[src/rtl/ovrx_pkg.sv]
`timescale 1ns/1ps
package ovrx_pkg;
  localparam int OSR     = 16;
  localparam int ST_V0   = 3;
  localparam int ST_V1   = 5;
  localparam int ST_V2   = 7;
  localparam int BIT_V0  = 8;
  localparam int BIT_V1  = 9;
  localparam int BIT_V2  = 10;

  typedef enum logic [1:0] {
    RX_HUNT,
    RX_START,
    RX_DATA,
    RX_STOP
  } rx_state_e;

  typedef struct packed {
    logic frame;
    logic parity;
    logic noise;
  } rx_flags_t;

  function automatic logic maj3(input logic a, input logic b, input logic c);
    return (a & b) | (a & c) | (b & c);
  endfunction

  function automatic logic agree3(input logic a, input logic b, input logic c);
    return (a == b) && (b == c);
  endfunction
endpackage

[src/rtl/ovrx_baud.sv]
`timescale 1ns/1ps
module ovrx_baud #(
  parameter int DIV_W = 13
) (
  input  logic             clk,
  input  logic             rst_n,
  input  logic [DIV_W-1:0] divisor,
  output logic             tick
);
  logic [DIV_W-1:0] cnt;
  logic             wrap;

  assign wrap = (divisor != '0) && (cnt >= divisor - 1'b1);
  assign tick = wrap;

  always_ff @(posedge clk or negedge rst_n) begin
    if (!rst_n)              cnt <= '0;
    else if (divisor == '0)  cnt <= '0;
    else if (wrap)           cnt <= '0;
    else                     cnt <= cnt + 1'b1;
  end
endmodule

[src/rtl/ovrx_sync.sv]
`timescale 1ns/1ps
module ovrx_sync #(
  parameter int STAGES = 2
) (
  input  logic clk,
  input  logic rst_n,
  input  logic d,
  output logic q
);
  logic [STAGES-1:0] chain;

  generate
    if (STAGES == 1) begin : g_single
      always_ff @(posedge clk or negedge rst_n) begin
        if (!rst_n) chain <= '1;
        else        chain <= d;
      end
    end else begin : g_multi
      always_ff @(posedge clk or negedge rst_n) begin
        if (!rst_n) chain <= '1;
        else        chain <= {chain[STAGES-2:0], d};
      end
    end
  endgenerate

  assign q = chain[STAGES-1];
endmodule

[src/rtl/ovrx_deframer.sv]
`timescale 1ns/1ps
module ovrx_deframer
  import ovrx_pkg::*;
#(
  parameter int WORD_W    = 9,
  parameter int IDLE_NEED = 3
) (
  input  logic              clk,
  input  logic              rst_n,
  input  logic              tick,
  input  logic              rx_s,
  input  logic              fmt9,
  input  logic              par_en,
  input  logic              par_odd,
  output logic              start_seen,
  output logic              done,
  output logic [WORD_W-1:0] res_word,
  output rx_flags_t         res_flags
);
  localparam int SUB_W = $clog2(OSR + 1);
  localparam int IDX_W = $clog2(WORD_W + 1);
  localparam int HC_W  = $clog2(IDLE_NEED + 1);

  rx_state_e         state;
  logic [SUB_W-1:0]  sub;
  logic [SUB_W-1:0]  nsub;
  logic [IDX_W-1:0]  bit_idx;
  logic [IDX_W-1:0]  last_idx;
  logic [HC_W-1:0]   hi_cnt;
  logic              v0, v1;
  logic              vote, clean;
  logic [WORD_W-1:0] shreg;
  logic              noise_acc;

  always_comb begin
    nsub     = sub + 1'b1;
    last_idx = fmt9 ? IDX_W'(WORD_W - 1) : IDX_W'(WORD_W - 2);
    vote     = maj3(v0, v1, rx_s);
    clean    = agree3(v0, v1, rx_s);
  end

  always_ff @(posedge clk or negedge rst_n) begin
    if (!rst_n) begin
      state      <= RX_HUNT;
      sub        <= '0;
      bit_idx    <= '0;
      hi_cnt     <= '0;
      v0         <= 1'b1;
      v1         <= 1'b1;
      shreg      <= '0;
      noise_acc  <= 1'b0;
      start_seen <= 1'b0;
      done       <= 1'b0;
      res_word   <= '0;
      res_flags  <= '0;
    end else begin
      start_seen <= 1'b0;
      done       <= 1'b0;
      if (tick) begin
        case (state)
          RX_HUNT: begin
            if (rx_s) begin
              if (hi_cnt != HC_W'(IDLE_NEED)) hi_cnt <= hi_cnt + 1'b1;
            end else if (hi_cnt == HC_W'(IDLE_NEED)) begin
              state      <= RX_START;
              sub        <= SUB_W'(1);
              hi_cnt     <= '0;
              start_seen <= 1'b1;
            end else begin
              hi_cnt <= '0;
            end
          end
          RX_START: begin
            sub <= nsub;
            if (nsub == SUB_W'(ST_V0)) v0 <= rx_s;
            if (nsub == SUB_W'(ST_V1)) v1 <= rx_s;
            if (nsub == SUB_W'(ST_V2)) begin
              if (vote) begin
                state  <= RX_HUNT;
                sub    <= '0;
                hi_cnt <= '0;
              end else begin
                noise_acc <= !clean;
                shreg     <= '0;
              end
            end
            if (nsub == SUB_W'(OSR)) begin
              state   <= RX_DATA;
              sub     <= '0;
              bit_idx <= '0;
            end
          end
          RX_DATA, RX_STOP: begin
            sub <= nsub;
            if (nsub == SUB_W'(BIT_V0)) v0 <= rx_s;
            if (nsub == SUB_W'(BIT_V1)) v1 <= rx_s;
            if (nsub == SUB_W'(BIT_V2)) begin
              if (state == RX_DATA) begin
                shreg[bit_idx] <= vote;
                noise_acc      <= noise_acc | !clean;
              end else begin
                done             <= 1'b1;
                res_word         <= shreg;
                res_flags.frame  <= !vote;
                res_flags.parity <= par_en && ((^shreg) != par_odd);
                res_flags.noise  <= noise_acc | !clean;
                state            <= RX_HUNT;
                sub              <= '0;
                hi_cnt           <= vote ? HC_W'(IDLE_NEED) : '0;
              end
            end
            if (state == RX_DATA && nsub == SUB_W'(OSR)) begin
              sub <= '0;
              if (bit_idx == last_idx) state   <= RX_STOP;
              else                     bit_idx <= bit_idx + 1'b1;
            end
          end
          default: state <= RX_HUNT;
        endcase
      end
    end
  end
endmodule

[src/rtl/ovrx_activity.sv]
`timescale 1ns/1ps
module ovrx_activity
  import ovrx_pkg::*;
#(
  parameter int WORD_W = 9
) (
  input  logic clk,
  input  logic rst_n,
  input  logic tick,
  input  logic rx_s,
  input  logic fmt9,
  input  logic start_seen,
  output logic active
);
  localparam int LONG_RUN  = (WORD_W + 2) * OSR;
  localparam int SHORT_RUN = (WORD_W + 1) * OSR;
  localparam int CNT_W     = $clog2(LONG_RUN + 1);

  logic [CNT_W-1:0] run;
  logic [CNT_W-1:0] run_last;

  assign run_last = fmt9 ? CNT_W'(LONG_RUN - 1) : CNT_W'(SHORT_RUN - 1);

  always_ff @(posedge clk or negedge rst_n) begin
    if (!rst_n) begin
      run    <= '0;
      active <= 1'b0;
    end else begin
      if (tick) begin
        if (!rx_s)               run <= '0;
        else if (run < run_last) run <= run + 1'b1;
      end
      if (start_seen)                                active <= 1'b1;
      else if (tick && rx_s && (run >= run_last))    active <= 1'b0;
    end
  end
endmodule

[src/rtl/ovrx_holdreg.sv]
`timescale 1ns/1ps
module ovrx_holdreg
  import ovrx_pkg::*;
#(
  parameter int WORD_W = 9
) (
  input  logic              clk,
  input  logic              rst_n,
  input  logic              done,
  input  logic [WORD_W-1:0] in_word,
  input  rx_flags_t         in_flags,
  input  logic              out_ready,
  output logic [WORD_W-1:0] out_data,
  output logic              out_valid,
  output rx_flags_t         flags,
  output logic              overrun
);
  logic take;
  assign take = out_valid & out_ready;

  always_ff @(posedge clk or negedge rst_n) begin
    if (!rst_n) begin
      out_data  <= '0;
      out_valid <= 1'b0;
      flags     <= '0;
      overrun   <= 1'b0;
    end else if (done) begin
      if (out_valid && !take) begin
        overrun <= 1'b1;
      end else begin
        out_data  <= in_word;
        out_valid <= 1'b1;
        flags     <= in_flags;
        overrun   <= 1'b0;
      end
    end else if (take) begin
      out_valid <= 1'b0;
      flags     <= '0;
      overrun   <= 1'b0;
    end
  end
endmodule

[src/rtl/oversample_rx.sv]
`timescale 1ns/1ps
module oversample_rx
  import ovrx_pkg::*;
#(
  parameter int DIV_W       = 13,
  parameter int WORD_W      = 9,
  parameter int SYNC_STAGES = 2,
  parameter int IDLE_NEED   = 3
) (
  input  logic              clk,
  input  logic              rst_n,
  input  logic              rxd,
  input  logic [DIV_W-1:0]  divisor,
  input  logic              fmt9,
  input  logic              par_en,
  input  logic              par_odd,
  output logic [WORD_W-1:0] out_data,
  output logic              out_valid,
  input  logic              out_ready,
  output logic              err_frame,
  output logic              err_overrun,
  output logic              err_noise,
  output logic              err_parity,
  output logic              rx_active
);
  logic              tick;
  logic              rx_s;
  logic              start_seen;
  logic              frame_done;
  logic [WORD_W-1:0] frame_word;
  rx_flags_t         frame_flags;
  rx_flags_t         held_flags;

  ovrx_baud #(.DIV_W(DIV_W)) u_baud (
    .clk(clk), .rst_n(rst_n), .divisor(divisor), .tick(tick)
  );

  ovrx_sync #(.STAGES(SYNC_STAGES)) u_sync (
    .clk(clk), .rst_n(rst_n), .d(rxd), .q(rx_s)
  );

  ovrx_deframer #(.WORD_W(WORD_W), .IDLE_NEED(IDLE_NEED)) u_deframer (
    .clk(clk), .rst_n(rst_n), .tick(tick), .rx_s(rx_s),
    .fmt9(fmt9), .par_en(par_en), .par_odd(par_odd),
    .start_seen(start_seen), .done(frame_done),
    .res_word(frame_word), .res_flags(frame_flags)
  );

  ovrx_activity #(.WORD_W(WORD_W)) u_activity (
    .clk(clk), .rst_n(rst_n), .tick(tick), .rx_s(rx_s),
    .fmt9(fmt9), .start_seen(start_seen), .active(rx_active)
  );

  ovrx_holdreg #(.WORD_W(WORD_W)) u_hold (
    .clk(clk), .rst_n(rst_n), .done(frame_done),
    .in_word(frame_word), .in_flags(frame_flags),
    .out_ready(out_ready), .out_data(out_data), .out_valid(out_valid),
    .flags(held_flags), .overrun(err_overrun)
  );

  assign err_frame  = held_flags.frame;
  assign err_parity = held_flags.parity;
  assign err_noise  = held_flags.noise;
endmodule

[config.mk]
export PLATFORM = sky130hd
export DESIGN_NAME = oversample_rx
export DESIGN_NICKNAME = d
export VERILOG_FILES = /design/src/rtl/ovrx_pkg.sv /design/src/rtl/ovrx_baud.sv /design/src/rtl/ovrx_sync.sv /design/src/rtl/ovrx_deframer.sv /design/src/rtl/ovrx_activity.sv /design/src/rtl/ovrx_holdreg.sv /design/src/rtl/oversample_rx.sv
export SDC_FILE = /design/constraint.sdc
export NUM_CORES = 1
export LEC_CHECK = 0
export BUFFER_PORTS_ARGS = -buffer_cell sky130_fd_sc_hd__buf_2
export CAP_MARGIN = 20
export CELL_PAD_IN_SITES_DETAIL_PLACEMENT = 0
export CELL_PAD_IN_SITES_GLOBAL_PLACEMENT = 1
export CORE_ASPECT_RATIO = 2
export CORE_MARGIN = 8
export CORE_UTILIZATION = 30
export DETAILED_ROUTE_END_ITERATION = 10
export PLACE_DENSITY = 0.61
export SETUP_SLACK_MARGIN = 0.02
export SLEW_MARGIN = 20
export SYNTH_ARGS = -nofsm -noshare
export SYNTH_HDL_FRONTEND = slang
export SYNTH_SLANG_ARGS = --single-unit
[constraint.sdc]
create_clock -name clk -period 2.7 [get_ports clk]
set_input_delay 0.27 -clock clk [delete_from_list [all_inputs] [get_ports clk]]
set_output_delay 0.27 -clock clk [all_outputs]
set_load 0.1 [all_outputs]
==> reports/metrics.cfg <==
[placement]
port_buffers = 34
dpl.hpwl_um = 7820
postPlaceCellArea_mm2 = 0.00533
place.gp.congestion = 0.759

[timing]
tns_ns = -1.74
rsz0062_at_grt = true
setup_viol_count_final = 20
setup_ws_ns = -0.112
fin_crit_ns = 2.81
drv_slew = 0
relSlewSlack = 0.520
max_freq_ghz = 0.356
worst_pin_slew_ns = 0.720
hold_viol = 0
period_share = 1.04
fin_skew_ns = 0.00858

[pwr]
p_comb_frac = 0.281
total_power_mw = 3.93
p_clk_frac = 0.344
p_per_area_mw_per_mm2 = 652
p_switching_mw = 1.27
p_int_mw = 2.67
ir_drop_mv = 0.353
netSwitchingFraction = 0.322
p_seq_frac = 0.376
p_leak_nw = 2.74

[logic_synthesis]
synth_cell_type_count = 59
ys_warn_count = 0
avgSynthCellArea_um2 = 9.38
synthFlopType = dfrtp_1
syn-num-nets = 539
synth_edf_count = 0
synth_seq_cells = 77
netlist_instances = 489
yosysSeqAreaShare = 0.421
syn_area_mm2 = 0.00458
synth-async-reset-ratio = 1.00

[detailed_routing]
via_per_inst = 4.88
first_iter_violations = 145
wl_um = 11000
detail_route.first_pass.iterations = 4
num_vias = 3785
ant_nets = 0
remaining_drc_errors = 0
wire_per_inst_um = 14.2

[setup_path]
rr_worst_depth = 9
startpoint_type = primary input
crit_fanout = 3
worstPathRequired_ns = 2.98
cp-end-kind = flop
cp.arrival_ns = 3.09
critPathKind = in -> reg
r2r_slack_ns = 0.24

[clock_network]
clock_latency_ns = 0.34
clk_pin_slew_ns = 0.06
numCtsBuffers = 9
cts_tree = done
cts-htree-levels = 3
cts_max_path_buffers = 2
root_buffer = clkbuf_16
cts.sinks = 77

[worst_hold_path]
worstHoldPathType = in -> reg
hold_depth = 1

[grt]
grt_max_degree = 44
antenna_found_initial = 0
grt_pass1_wl_um = 18700
grtUsageTotal = 0.119
grt_overflow = 0
grt_pass1_vias = 3870

[layout]
multi_input_area_mm2 = 0.00273
seqCellArea_mm2 = 0.00193
num_antenna_cells = 0
drive_gt1_frac = 0.277
final_util = 0.399
fin_area_mm2 = 0.00603
nets = 622
fill_cells = 1492
area_growth_pct = 31.6
final_common_cell = nand2_1
final_cell_mix = nand2_1 (91), dfrtp_1 (73), buf_4 (44)

[floorplan]
start_util = 0.303
die_w_um = 103
die_height_um = 191
core_region_area_mm2 = 0.0151
dieArea_mm2 = 0.0197
row_count = 64
io_pins = 35

[job]
drv_cap = 0

[status]
violations = setup timing
status = finished with violations

==> registers in the layout (all words and copies together) (netlist names), 4 cells and up <==
| register | cells |
|---|---|
| u_deframer.shreg | 9 |
| u_deframer.sub | 5 |
| u_activity.run | 8 |
| u_deframer.res_word | 9 |
| u_baud.cnt | 13 |
| u_deframer.bit_idx | 4 |
| u_hold.out_data | 9 |
==> final timing paths <==
kind	startpoint	to
worst min-delay path	rxd	u_sync.chain[0]$_DFF_PN1_
worst max register to register	u_baud.cnt[2]$_DFF_PN0_	u_deframer.res_word[7]$_DFFE_PN0P_
min in group asynchronous	rst_n	u_baud.cnt[10]$_DFF_PN0_
max in group asynchronous	rst_n	u_deframer.v1$_DFFE_PN1P_
worst min register to register	u_sync.chain[0]$_DFF_PN1_	u_sync.chain[1]$_DFF_PN1_
worst max-delay path	divisor[5]	u_activity.run[4]$_DFFE_PN0P_
==> synth_stat cells (all sizes together), types with 8 or more instances <==
library cell,count,area (um2)
nand2,97,367
nand3,25,130
ha,30,375
clkbuf,11,41.3
nor3,8,45.0
xor2,12,105
nor2,29,109
a21oi,10,50.1
nand4,11,68.8
inv,16,60.1
o31ai,8,60.1
xnor2,21,184
mux2,15,169
o21ai,17,85.1
dfrtp,73,1830
==> critical path, stage by stage <==
cell and delay, ns:
buf_8 0.10, nor4_4 0.29, nand2_2 0.08, or4_4 0.42
xor2_1 0.15, ha_1 0.32, a21oi_2 0.07, o211ai_1 0.17
buf_4 0.16, nand2_2 0.06, or3b_4 0.42, or4b_4 0.50
nand3_2 0.07
==> power by group through the flow <==
stage	clock network, mW	logic, mW	registers (mW)
5_1_grt	1.44	1.24	1.51
3_3_place_gp	0	0.923	1.50
2_1_floorplan	0	0.611	1.48
3_5_place_dp	0	0.937	1.50
6_report	1.35	1.11	1.48
4_1_cts	1.40	1.03	1.48
==> layout make-up <==
| cell class | count | share of cell area |
|---|---|---|
| multi-input combinational | 378 | 0.452 |
| clock inverter | 7 | 0.0174 |
| sequential | 77 | 0.320 |
| inverter | 16 | 0.0108 |
| tap | 198 | 0.0411 |
| clock buffer | 9 | 0.0373 |
| timing repair buffer | 90 | 0.121 |
==> repair_timing <==
| item | 4_1_cts | 5_1_grt |
|---|---|---|
| gates cloned | 0 | 2 |
| setup endpoints to repair | 37 | 46 |
| gates resized for setup | 30 | 21 |
| buffers inserted | 6 | 8 |
| pin swaps | 10 | 9 |
| hold endpoints to repair | 32 | 0 |
| hold buffers | 1 | 0 |
==> logic make-up after synthesis <==
group / count (synthesis) / synth area share
buffers and inverters: 34 / 0.0311
XOR/XNOR: 33 / 0.0630
adder cells (fa/ha/maj): 30 / 0.0819
AO/OA/AOI/OAI: 83 / 0.128
multiplexers: 16 / 0.0390
flip-flops: 77 / 0.421
AND/OR/NAND/NOR: 216 / 0.236
==> per-layer routing <==
metal	routed length [um]	part of all wire	vias to the layer above	GRT usage
met2	5630	0.51	47	0.195
li1	-	-	1904	-
met4	143	0.013	0	0.0398
met1	4840	0.44	1823	0.150
met5	0	0	-	0
met3	363	0.033	11	0.0249
==> through the flow <==
stage	hold slack [ns]	std cells	setup WS, ns
floorplan	-0.0256	489	-0.281
global placement	0.273	743	-0.469
detailed placement	0.271	743	-0.562
CTS	0.0114	766	-0.158
global route	0.00721	775	-0.260
finish	0.0265	775	-0.112
(Power assumes the default switching activity.)
